<file path="src/rtl/dispwin_pkg.sv">
package dispwin_pkg;
  localparam int PAGE_W = 4;
  localparam int OFFS_W = 9;
  localparam int DATA_W = 8;
  localparam int WIN_W  = OFFS_W + 1;
  localparam int MEM_W  = PAGE_W + OFFS_W;

  typedef enum logic {OWN_REFRESH = 1'b0, OWN_HOST = 1'b1} owner_e;
endpackage

</file>
<file path="src/rtl/dispwin_pages.sv">
module dispwin_pages
  import dispwin_pkg::*;
(
  input  logic              clk,
  input  logic              rst_n,
  input  logic              host_phase,
  input  logic              pg_cs_n,
  input  logic              pg_sel,
  input  logic              host_rw,
  input  logic [DATA_W-1:0] wdata,
  output logic [PAGE_W-1:0] lo_page,
  output logic [PAGE_W-1:0] hi_page
);
  logic [1:0] wr_en;

  always_comb begin
    wr_en = 2'b00;
    if (host_phase && !pg_cs_n && !host_rw)
      wr_en[pg_sel] = 1'b1;
  end

  always_ff @(posedge clk or negedge rst_n) begin
    if (!rst_n) begin
      lo_page <= '0;
      hi_page <= '0;
    end else begin
      if (wr_en[0]) lo_page <= wdata[PAGE_W-1:0];
      if (wr_en[1]) hi_page <= wdata[PAGE_W-1:0];
    end
  end


  lo_load_chk: assert property (@(posedge clk) disable iff (!rst_n)
    wr_en[0] |=> lo_page == $past(wdata[PAGE_W-1:0]));

  hi_load_chk: assert property (@(posedge clk) disable iff (!rst_n)
    wr_en[1] |=> hi_page == $past(wdata[PAGE_W-1:0]));

  lo_hold_chk: assert property (@(posedge clk) disable iff (!rst_n)
    !(host_phase && !pg_cs_n && !host_rw && !pg_sel) |=> $stable(lo_page));

  hi_hold_chk: assert property (@(posedge clk) disable iff (!rst_n)
    !(host_phase && !pg_cs_n && !host_rw && pg_sel) |=> $stable(hi_page));
endmodule

</file>
<file path="src/rtl/dispwin_compose.sv">
module dispwin_compose
  import dispwin_pkg::*;
(
  input  logic [WIN_W-1:0]  win_addr,
  input  logic [PAGE_W-1:0] lo_page,
  input  logic [PAGE_W-1:0] hi_page,
  output logic [MEM_W-1:0]  mem_addr
);
  logic [PAGE_W-1:0] page;

  always_comb begin
    page     = win_addr[OFFS_W] ? hi_page : lo_page;
    mem_addr = {page, win_addr[OFFS_W-1:0]};
  end
endmodule

</file>
<file path="src/rtl/dispwin_mux.sv">
module dispwin_mux
  import dispwin_pkg::*;
(
  input  logic              inv_e,
  input  logic              win_cs_n,
  input  logic              host_rw,
  input  logic [MEM_W-1:0]  host_mem_addr,
  input  logic [DATA_W-1:0] host_wdata,
  input  logic              rf_valid,
  input  logic [MEM_W-1:0]  rf_addr,
  input  logic [DATA_W-1:0] ram_rdata,
  output logic [MEM_W-1:0]  ram_addr,
  output logic [DATA_W-1:0] ram_wdata,
  output logic              ram_we_n,
  output logic              ram_oe_n,
  output logic [DATA_W-1:0] host_rdata,
  output logic              rf_ready,
  output logic [DATA_W-1:0] rf_rdata
);
  owner_e owner;
  logic   host_rd, host_wr;

  always_comb begin
    owner    = inv_e ? OWN_REFRESH : OWN_HOST;
    host_rd  = (owner == OWN_HOST) && !win_cs_n && host_rw;
    host_wr  = (owner == OWN_HOST) && !win_cs_n && !host_rw;
    rf_ready = (owner == OWN_REFRESH);
    if (owner == OWN_HOST) begin
      ram_addr  = host_mem_addr;
      ram_wdata = host_wdata;
      ram_oe_n  = !host_rd;
    end else begin
      ram_addr  = rf_addr;
      ram_wdata = '0;
      ram_oe_n  = !rf_valid;
    end
    ram_we_n   = !host_wr;
    host_rdata = host_rd ? ram_rdata : '0;
    rf_rdata   = ram_rdata;
  end
endmodule

</file>
<file path="src/rtl/dispwin_top.sv">
module dispwin_top
  import dispwin_pkg::*;
(
  input  logic              clk,
  input  logic              rst_n,
  input  logic              bus_e,
  input  logic              bus_q,
  input  logic              host_rw,
  input  logic [WIN_W-1:0]  host_addr,
  input  logic [DATA_W-1:0] host_wdata,
  input  logic              win_cs_n,
  input  logic              pg_cs_n,
  input  logic              pg_sel,
  output logic [DATA_W-1:0] host_rdata,
  input  logic              rf_valid,
  output logic              rf_ready,
  input  logic [MEM_W-1:0]  rf_addr,
  output logic [DATA_W-1:0] rf_rdata,
  output logic [MEM_W-1:0]  ram_addr,
  output logic [DATA_W-1:0] ram_wdata,
  output logic              ram_we_n,
  output logic              ram_oe_n,
  input  logic [DATA_W-1:0] ram_rdata
);
  logic              inv_e;
  logic [PAGE_W-1:0] lo_page, hi_page;
  logic [MEM_W-1:0]  host_mem_addr;

  assign inv_e = ~bus_e;

  dispwin_pages u_pages (
    .clk(clk), .rst_n(rst_n), .host_phase(~inv_e), .pg_cs_n(pg_cs_n),
    .pg_sel(pg_sel), .host_rw(host_rw), .wdata(host_wdata),
    .lo_page(lo_page), .hi_page(hi_page)
  );

  dispwin_compose u_compose (
    .win_addr(host_addr), .lo_page(lo_page), .hi_page(hi_page),
    .mem_addr(host_mem_addr)
  );

  dispwin_mux u_mux (
    .inv_e(inv_e), .win_cs_n(win_cs_n), .host_rw(host_rw),
    .host_mem_addr(host_mem_addr), .host_wdata(host_wdata),
    .rf_valid(rf_valid), .rf_addr(rf_addr), .ram_rdata(ram_rdata),
    .ram_addr(ram_addr), .ram_wdata(ram_wdata), .ram_we_n(ram_we_n),
    .ram_oe_n(ram_oe_n), .host_rdata(host_rdata), .rf_ready(rf_ready),
    .rf_rdata(rf_rdata)
  );

  // input rule: E rises only while Q is high
  e_rise_q_chk: assert property (@(posedge clk) disable iff (!rst_n)
    $rose(bus_e) |-> bus_q);
  // input rule: E falls only while Q is low
  e_fall_q_chk: assert property (@(posedge clk) disable iff (!rst_n)
    $fell(bus_e) |-> !bus_q);

  rf_no_write_chk: assert property (@(posedge clk) disable iff (!rst_n)
    !bus_e |-> (ram_we_n && ram_addr == rf_addr && rf_ready));

  host_blocks_rf_chk: assert property (@(posedge clk) disable iff (!rst_n)
    bus_e |-> !rf_ready);

  host_write_chk: assert property (@(posedge clk) disable iff (!rst_n)
    !ram_we_n |-> (bus_e && !win_cs_n && !host_rw && ram_wdata == host_wdata));

  host_offset_chk: assert property (@(posedge clk) disable iff (!rst_n)
    bus_e |-> ram_addr[OFFS_W-1:0] == host_addr[OFFS_W-1:0]);

  no_dual_strobe_chk: assert property (@(posedge clk) disable iff (!rst_n)
    !(!ram_we_n && !ram_oe_n));
endmodule

</file>
<file path="config.mk">
export PLATFORM = sky130hd
export DESIGN_NAME = dispwin_top
export DESIGN_NICKNAME = d
export VERILOG_FILES = /design/src/rtl/dispwin_pkg.sv /design/src/rtl/dispwin_pages.sv /design/src/rtl/dispwin_compose.sv /design/src/rtl/dispwin_mux.sv /design/src/rtl/dispwin_top.sv
export SDC_FILE = /design/constraint.sdc
export NUM_CORES = 1
export LEC_CHECK = 0
export CAP_MARGIN = 40
export CORE_MARGIN = 1
export CORE_UTILIZATION = 30
export DETAILED_ROUTE_END_ITERATION = 16
export PLACE_DENSITY = 0.83
export SYNTH_ARGS = -nofsm -noshare
export SYNTH_HDL_FRONTEND = slang
export SYNTH_HIERARCHICAL = 1
export SYNTH_SLANG_ARGS = --single-unit
</file>
<file path="constraint.sdc">
create_clock -name clk -period 2.9 [get_ports clk]
set_input_delay 0.58 -clock clk [delete_from_list [all_inputs] [get_ports clk]]
set_output_delay 0.58 -clock clk [all_outputs]
set_load 0.05 [all_outputs]
</file>
==> results of run 1 <==
-- cells by family (layout without fill, tap and decap cells) --
| kind of cell | Yosys count | count (layout) | share of synthesized area, % |
|---|---|---|---|
| multiplexers | 25 | 25 | 35.2 |
| buffers and inverters | 21 | 92 | 19.2 |
| AND/OR/NAND/NOR | 20 | 20 | 19.9 |
| flip-flops | 8 | 8 | 25.0 |
| AO/OA/AOI/OAI | 1 | 1 | 0.625 |
-- power by group through the flow --
stage	clock network [W]	logic, W	registers, W
floorplan	0	0.000226	0.000146
CTS	0.0000870	0.000377	0.000148
global placement	0	0.000370	0.000147
detailed placement	0	0.000376	0.000150
global route	0.0000935	0.000392	0.000151
finish	0.0000809	0.000374	0.000148
-- final timing paths --
kind,startpoint,to,slack (ps),cells after the start
worst max-delay path,bus_e,host_rdata[1],320,5
worst min-delay path,u_pages/hi_page[0],u_pages/hi_page[0],500,1
worst max register to register,u_pages/hi_page[1],u_pages/hi_page[1],2140,1
worst min register to register,u_pages/hi_page[0],u_pages/hi_page[0],500,1
max in group asynchronous,rst_n,u_pages/hi_page[3],2040,1
min in group asynchronous,rst_n,u_pages/hi_page[1],610,1
-- through the flow --
step | instance area (um^2) | worst slack [ps] | hold slack (ps) | utilization [%] | cells
after floorplan | 800 | 714 | 284 | - | 75
after global placement | 1720 | 351 | 485 | 68.8 | 173
after detailed placement | 1720 | 317 | 492 | 68.8 | 173
after CTS | 1740 | 325 | 504 | 69.7 | 176
after global routing | 1740 | 228 | 513 | 69.7 | 176
final | 1740 | 324 | 502 | 69.7 | 176
-- synth_stat cells --
cell / n / area [um^2]
and2_1: 8 / 50.1
a21oi_1: 1 / 5.00
or3_1: 1 / 6.26
inv_1: 1 / 3.75
dfrtp_1: 8 / 200
nor2b_1: 8 / 50.1
mux2_2: 25 / 282
nor4b_4: 1 / 23.8
nor3b_2: 1 / 12.5
and4bb_4: 1 / 16.3
buf_4: 20 / 150
-- state kept, by name (all words and copies together), names as in the netlist --
name	flops
u_pages/lo_page	4
u_pages/hi_page	4
-- layer usage --
metal	share of wire, %	vias to the layer above	track usage, %	wire length [um]
met3	11	0	5.08	287
met5	0	-	0	0
met2	55	43	32.7	1440
met1	34	364	17.6	875
li1	-	383	-	-
met4	0	0	5.26	0
-- layout make-up --
cell class                 instances  area share [%]
clock buffer                       3            1.29
inverter                           1           0.215
multi-input combinational         46            25.6
sequential                         8            11.5
tap                               30            2.15
timing repair buffer              88            59.3
==> impl_metrics.env, run 1 <==
export IMPL_p_total_w=0.000603
export IMPL_path_max_fanout=9
export IMPL_switchingPower_w=0.000237
export IMPL_worstSetupPathType="in2out"
export IMPL_ctsHoldBuffers=0
export IMPL_most_common_layout_cells="clkdlybuf4s50_1, mux2_2, buf_12"
export IMPL_post_dp_hpwl_um=2310
export IMPL_p_seq_share_pct=24.6
export IMPL_row_count=18
export IMPL_multi_input_area_um2=445
export IMPL_cp_required_ps=2320
export IMPL_p_clk_share_pct=13.4
export IMPL_wl_per_cell_um=14.8
export IMPL_power_density_nw_per_um2=346
export IMPL_clock_sinks=8
export IMPL_die_area_um2=2880
export IMPL_area_sequential_um2=200
export IMPL_firstDrtPassIters=2
export IMPL_n_fill_cell=183
export IMPL_cts_htree_levels=1
export IMPL_via_per_inst=4.49
export IMPL_ir_worst_vdd_uv=278
export IMPL_grt_pass1_wl_um=3510
export IMPL_antenna_found_initial=0
export IMPL_grt_ovfl_total=0
export IMPL_max_freq_ghz=0.388
export IMPL_seq_area_frac_synth_pct=25.0
export IMPL_slew_headroom_pct=63.7
export IMPL_combPwrFrac_pct=62.0
export IMPL_period_needed_ps=2580
export IMPL_syn_inst=75
export IMPL_finalNetCount=196
export IMPL_pin_count=88
export IMPL_endpoint_kind="output port"
export IMPL_grt_pass1_vias=752
export IMPL_cts_buffer_depth=2
export IMPL_syn_nets=123
export IMPL_grt_use_total_pct=17.1
export IMPL_fin_setup_tns_ps=0
export IMPL_area_delta_synth_final_pct=118
export IMPL_status="complete, no violations"
export IMPL_start_kind="input port"
export IMPL_finalHoldViolations=0
export IMPL_final_common_cell="clkdlybuf4s50_1"
export IMPL_skew_ps=0
export IMPL_via_count=790
export IMPL_post_cts_resized=0
export IMPL_path_delay_family="buffers and inverters"
export IMPL_die_w_um=53.6
export IMPL_drv_cap=0
export IMPL_ys_seq_elements=8
export IMPL_crit_buf_inv=3
export IMPL_postCtsSetupRepairBufs=0
export IMPL_drtIter0Drc=5
export IMPL_switching_share_pct=39.2
export IMPL_cts_buffers=3
export IMPL_routabilityCongestion=0.637
export IMPL_core_area_um2=2500
export IMPL_worstMarginPinSlew_ps=543
export IMPL_slew_violations=0
export IMPL_post_route_period_util_pct=88.8
export IMPL_n_antenna_cell=0
export IMPL_clk_pin_slew_worst_paths_ps=50
export IMPL_synthDistinctLibCells=11
export IMPL_internal_power_w=0.000366
export IMPL_setup_viol=0
export IMPL_yosys_warnings=6
export IMPL_slowest_delay_ps=510
export IMPL_clk_latency_ps=250
export IMPL_ant_nets=0
export IMPL_drc=0
export IMPL_crit_chain="clkdlybuf4s50_1, inv_1, nor3b_2, and2_1, buf_12"
export IMPL_hp_class="reg2reg"
export IMPL_synthesis_area_um2=800
export IMPL_grt_max_degree=15
export IMPL_cts_tree="done"
export IMPL_port_buffers=86
export IMPL_drive_gt1_share_pct=44.5
export IMPL_slowest_stage="clkdlybuf4s50_1"
export IMPL_wirelength_um=2610
export IMPL_syn_avg_cell_area_um2=10.7
export IMPL_start_util_pct=32.0
export IMPL_die_y_um=53.6
export IMPL_leakage_nw=0.722
export IMPL_cp_arrival_ps=2000
export IMPL_root_buffer="clkbuf_4"
export IMPL_rsz0062_at_grt="false"
No activity file was read; power rests on OpenSTA's default activity.
==> run 2: changes to the inputs <==
--- a/config.mk
+++ b/config.mk
@@ -6,7 +6,7 @@
 export NUM_CORES = 1
 export LEC_CHECK = 0
 export CAP_MARGIN = 40
-export CORE_MARGIN = 1
+export CORE_MARGIN = 8
 export CORE_UTILIZATION = 30
 export DETAILED_ROUTE_END_ITERATION = 16
 export PLACE_DENSITY = 0.83
==> run 2 against run 1 <==
  * Core utilization unchanged
  * Final cell count unchanged
  * Maximum frequency down 2.7%
  * Critical path depth unchanged
  * Clock skew unchanged
  * Global-route usage down 4.4 points
  * Non-clock buffer count unchanged
  * Register-to-register slack about the same
  * Worst setup slack worse by 72 ps
  * Routed wire length up 23%
  * Largest power group unchanged
  * Combinational power about the same
  * Highest routed layer is now met4
==> impl_metrics.env, run 2 (same netlist as run 1, synthesis figures left out) <==
export IMPL_ir_worst_vdd_uv=251
export IMPL_grt_pass1_wl_um=4350
export IMPL_slowest_stage="clkdlybuf4s50_1"
export IMPL_routabilityCongestion=0.804
export IMPL_placed_area_um2=1720
export IMPL_die_w_um=67.6
export IMPL_max_freq_ghz=0.378
export IMPL_path_max_fanout=9
export IMPL_slowest_delay_ps=510
export IMPL_power_density_nw_per_um2=350
export IMPL_n_fill_cell=192
export IMPL_ant_nets=0
export IMPL_cts_buffer_depth=2
export IMPL_row_count=18
export IMPL_p_total_w=0.000609
export IMPL_finalNetCount=196
export IMPL_rsz0062_at_grt="false"
export IMPL_most_common_layout_cells="clkdlybuf4s50_1, mux2_2, buf_12"
export IMPL_worstMarginPinSlew_ps=530
export IMPL_clk_pin_slew_worst_paths_ps=50
export IMPL_cp_required_ps=2320
export IMPL_rrSetupSlack_ps=2140
export IMPL_crit_end="host_rdata[1]"
export IMPL_post_dp_hpwl_um=2940
export IMPL_die_area_um2=4570
export IMPL_crit_chain="clkdlybuf4s50_1, inv_1, nor3b_2, and2_1, buf_12"
export IMPL_start_kind="input port"
export IMPL_via_per_inst=4.64
export IMPL_final_common_cell="clkdlybuf4s50_1"
export IMPL_skew_ps=0
export IMPL_fin_setup_tns_ps=0
export IMPL_setup_viol=0
export IMPL_grt_use_total_pct=12.7
export IMPL_leakage_nw=0.722
export IMPL_drtIter0Drc=11
export IMPL_wirelength_um=3220
export IMPL_core_area_um2=2500
export IMPL_endpoint_kind="output port"
export IMPL_setup_worst_path_start="bus_e"
export IMPL_crit_buf_inv=3
export IMPL_worstSetupPathType="in2out"
export IMPL_port_buffers=86
export IMPL_grt_pass1_vias=846
export IMPL_post_route_period_util_pct=91.3
export IMPL_path_delay_family="buffers and inverters"
export IMPL_root_buffer="clkbuf_4"
export IMPL_slew_headroom_pct=64.6
export IMPL_clock_sinks=8
export IMPL_reg_top3="u_pages/hi_page: 4 flops, u_pages/lo_page: 4 flops"
export IMPL_whs_ps=507
export IMPL_drc=0
export IMPL_die_y_um=67.6
export IMPL_final_cells=176
export IMPL_r2r_cells=1
export IMPL_firstDrtPassIters=3
export IMPL_status="complete, no violations"
export IMPL_ctsHoldBuffers=0
export IMPL_r2r_start="u_pages/hi_page[2]"
export IMPL_start_util_pct=32.0
export IMPL_cts_buffers=3
export IMPL_n_antenna_cell=0
export IMPL_drv_cap=0
export IMPL_grt_ovfl_total=0
export IMPL_area_delta_synth_final_pct=118
export IMPL_r2r_end="u_pages/hi_page[2]"
export IMPL_wl_per_cell_um=18.3
export IMPL_finalInstanceArea_um2=1740
export IMPL_slew_violations=0
export IMPL_cts_htree_levels=1
export IMPL_cp_num_cells=5
export IMPL_antenna_found_initial=0
export IMPL_drive_gt1_share_pct=44.5
export IMPL_clk_latency_ps=250
export IMPL_placed_cells=173
export IMPL_post_cts_resized=0
export IMPL_via_count=817
export IMPL_postCtsSetupRepairBufs=0
export IMPL_finalHoldViolations=0
export IMPL_period_needed_ps=2650
export IMPL_cp_arrival_ps=2070
export IMPL_hp_class="reg2reg"
export IMPL_grt_max_degree=12
export IMPL_pin_count=88
export IMPL_cts_tree="done"
run 2: cell counts in the layout (fill, tap and decap cells not counted):
No cell type changed its count.
run 2: through the flow:
| stage | utilization (%) | setup WS, ps |
|---|---|---|
| floorplan | - | 714 |
| global placement | 68.8 | 288 |
| detailed placement | 68.8 | 246 |
| CTS | 69.7 | 250 |
| global route | 69.7 | 181 |
| finish | 69.7 | 252 |
run 2: layer usage:
layer	wire, um	track usage, %
met1	1120	12.8
met2	1730	24.3
met3	353	3.81
met4	14	3.92
met5	0	0
run 2: report_power, final:
| group | leakage [nW] | internal [W] | switching [W] |
|---|---|---|---|
| logic | 0.612 | 0.000183 | 0.000195 |
| clock network | 0.0138 | 0.0000472 | 0.0000363 |
| registers | 0.0960 | 0.000136 | 0.0000123 |
run 2: cell type report:
class | instances | area, um^2 | area share (%)
Clock buffer | 3 | 22.5 | 1.29
Timing Repair Buffer | 88 | 1030 | 59.3
Tap cell | 30 | 37.5 | 2.15
Inverter | 1 | 3.75 | 0.215
Multi-Input combinational cell | 46 | 445 | 25.6
Sequential cell | 8 | 200 | 11.5
run 2: worst min-delay path by stage:
stage | depth (start not counted) | startpoint | slack, ps | end
after floorplan | 0 | rst_n | 280 | u_pages/hi_page[0]
after global placement | 1 | u_pages/hi_page[0] | 480 | u_pages/hi_page[0]
after detailed placement | 1 | u_pages/lo_page[2] | 500 | u_pages/lo_page[2]
after CTS | 1 | u_pages/lo_page[2] | 510 | u_pages/lo_page[2]
after global routing | 1 | u_pages/hi_page[1] | 530 | u_pages/hi_page[1]
final | 1 | u_pages/lo_page[2] | 510 | u_pages/lo_page[2]
==> run 3: changes to the inputs <==
--- a/config.mk
+++ b/config.mk
@@ -5,11 +5,13 @@
 export SDC_FILE = /design/constraint.sdc
 export NUM_CORES = 1
 export LEC_CHECK = 0
+export ABC_AREA = 1
 export CAP_MARGIN = 40
-export CORE_MARGIN = 8
-export CORE_UTILIZATION = 30
+export CORE_MARGIN = 10
+export CORE_UTILIZATION = 31
 export DETAILED_ROUTE_END_ITERATION = 16
-export PLACE_DENSITY = 0.83
+export PLACE_DENSITY = 0.82
+export SLEW_MARGIN = 20
 export SYNTH_ARGS = -nofsm -noshare
 export SYNTH_HDL_FRONTEND = slang
 export SYNTH_HIERARCHICAL = 1
==> run 3 against run 2 <==
  * Clock power fell by 8.7%
  * Via count grew 33%
  * Critical path depth up 1
  * Hold slack got worse by 27 ps
==> impl_metrics.env, run 3 <==
export IMPL_status="complete, no violations"
export IMPL_grt_use_total_pct=11.5
export IMPL_yosys_warnings=6
export IMPL_p_total_w=0.000579
export IMPL_grt_ovfl_total=0
export IMPL_post_route_period_util_pct=85.4
export IMPL_cpMostUsedCell="nor2_1"
export IMPL_synth_common_cells="nand2_1, inv_1, buf_4, nor2_1"
export IMPL_die_area_um2=5300
export IMPL_port_buffers=86
export IMPL_finalNetCount=272
export IMPL_grt_max_degree=15
export IMPL_yosysTopAreaCellShare_pct=30.0
export IMPL_wirelength_um=3210
export IMPL_async_reset_ff_share_pct=100
export IMPL_seq_area_frac_synth_pct=23.2
export IMPL_ys_seq_elements=8
export IMPL_place_ws_ps=383
export IMPL_rsz0062_at_grt="false"
export IMPL_cp_num_cells=6
export IMPL_cp_required_ps=2320
export IMPL_post_dp_hpwl_um=2950
export IMPL_row_count=19
export IMPL_via_count=1083
export IMPL_most_common_layout_cells="nand2_1, clkdlybuf4s50_1, inv_1"
export IMPL_slowest_stage="clkdlybuf4s50_1"
export IMPL_die_w_um=72.8
export IMPL_pin_count=88
export IMPL_max_freq_ghz=0.404
export IMPL_drv_cap=0
export IMPL_hold_depth=2
export IMPL_yosys_area_top_type="nand2_1"
export IMPL_crit_chain="clkdlybuf4s50_1, inv_1, nor2_1, nand2_2, nor2_1, buf_12"
export IMPL_final_common_cell="nand2_1"
export IMPL_synthDistinctLibCells=12
export IMPL_slew_violations=0
export IMPL_crit_buf_inv=3
export IMPL_yosysMostFrequentCell="nand2_1"
export IMPL_firstDrtPassIters=4
export IMPL_power_density_nw_per_um2=320
export IMPL_synthesis_area_um2=865
export IMPL_cp_arrival_ps=1900
export IMPL_n_antenna_cell=0
export IMPL_wl_per_cell_um=12.7
export IMPL_drc=0
export IMPL_cts_tree="done"
export IMPL_antenna_found_initial=0
export IMPL_reg_top3="u_pages/hi_page: 4 flops, u_pages/lo_page: 4 flops"
export IMPL_routabilityCongestion=0.745
export IMPL_crit_end="host_rdata[7]"
export IMPL_cts_buffer_depth=2
export IMPL_fin_util_pct=66.8
export IMPL_hp_class="reg2reg"
export IMPL_slew_headroom_pct=66.2
export IMPL_setup_viol=0
export IMPL_area_delta_synth_final_pct=109
export IMPL_core_area_um2=2710
export IMPL_r2r_end="u_pages/hi_page[0]"
export IMPL_drive_gt1_share_pct=20.3
export IMPL_start_util_pct=31.9
export IMPL_clk_latency_ps=240
export IMPL_fin_setup_tns_ps=0
export IMPL_synth_area_leaders="nand2_1, dfrtp_1, buf_4"
export IMPL_path_max_fanout=8
export IMPL_grt_pass1_vias=1073
export IMPL_synth_edf_count=0
export IMPL_ys_flop_type="dfrtp_1"
export IMPL_leakage_nw=0.961
export IMPL_r2r_start="u_pages/hi_page[0]"
export IMPL_cts_htree_levels=1
export IMPL_finalInstanceArea_um2=1810
export IMPL_syn_nets=200
export IMPL_syn_inst=152
export IMPL_ir_worst_vdd_uv=228
export IMPL_post_cts_resized=0
export IMPL_start_kind="input port"
export IMPL_path_delay_family="buffers and inverters"
export IMPL_placed_area_um2=1790
export IMPL_worstMarginPinSlew_ps=506
export IMPL_worstSetupPathType="in2out"
export IMPL_clock_sinks=8
export IMPL_ctsHoldBuffers=0
export IMPL_drtIter0Drc=17
export IMPL_die_y_um=72.8
export IMPL_cts_buffers=3
export IMPL_period_needed_ps=2480
export IMPL_ant_nets=0
export IMPL_root_buffer="clkbuf_4"
export IMPL_slowest_delay_ps=470
export IMPL_via_per_inst=4.28
export IMPL_rrSetupSlack_ps=2270
export IMPL_finalHoldViolations=0
export IMPL_fin_ws_ps=424
export IMPL_setup_worst_path_start="bus_e"
export IMPL_syn_avg_cell_area_um2=5.69
export IMPL_grt_pass1_wl_um=4910
export IMPL_endpoint_kind="output port"
export IMPL_clk_pin_slew_worst_paths_ps=50
export IMPL_r2r_cells=2
export IMPL_skew_ps=0
export IMPL_postCtsSetupRepairBufs=0
==> run 3: worst min-delay path by stage <==
stage                                   from  slack [ps]                  to
final                     u_pages/lo_page[3]         480  u_pages/lo_page[3]
after global routing      u_pages/lo_page[2]         490  u_pages/lo_page[2]
after CTS                 u_pages/hi_page[3]         480  u_pages/hi_page[3]
after detailed placement  u_pages/hi_page[3]         470  u_pages/hi_page[3]
after global placement    u_pages/lo_page[1]         460  u_pages/lo_page[1]
after floorplan                        rst_n         280  u_pages/hi_page[0]
==> run 3: metrics by stage <==
stage	hold WS [ps]	cells
6_report	480	253
2_1_floorplan	284	152
5_1_grt	493	253
3_3_place_gp	460	250
3_5_place_dp	467	250
4_1_cts	479	253
==> run 3: worst reg2reg max path, stage by stage, from the launching register on <==
cell and delay, ps:
dfrtp_1 390, nand2_1 70, nand2_1 60
==> run 3: cells by family after synthesis <==
logic type             count (synthesis)  share of synthesized area (%)
AOI/OAI and AO/OA                      1                          0.578
DFF                                    8                           23.2
buffers and inverters                 45                           27.8
and+or+nand+nor                       98                           48.5
==> run 3: power breakdown <==
part           leakage, nW  internal, W  switching [W]
Combinational        0.846     0.000153       0.000204
Sequential           0.101     0.000133      0.0000125
Clock               0.0138    0.0000468      0.0000294
==> run 3: final cells by class <==
cell class / instances / area (um^2)
Clock buffer: 3 / 22.5
Fill cell: 238 / 901
Inverter: 24 / 90.1
Multi-Input combinational cell: 99 / 424
Sequential cell: 8 / 200
Tap cell: 31 / 38.8
Timing Repair Buffer: 88 / 1030
==> run 3: per-layer routing <==
| metal | share of wire (%) | vias up | wire (um) | track usage (%) |
|---|---|---|---|---|
| met5 | 0 | - | 0 | 0 |
| met4 | 1.1 | 0 | 34 | 5.49 |
| met3 | 12 | 2 | 389 | 6.80 |
| met2 | 50 | 51 | 1600 | 19.4 |
| met1 | 37 | 457 | 1180 | 10.8 |
| li1 | - | 573 | - | - |
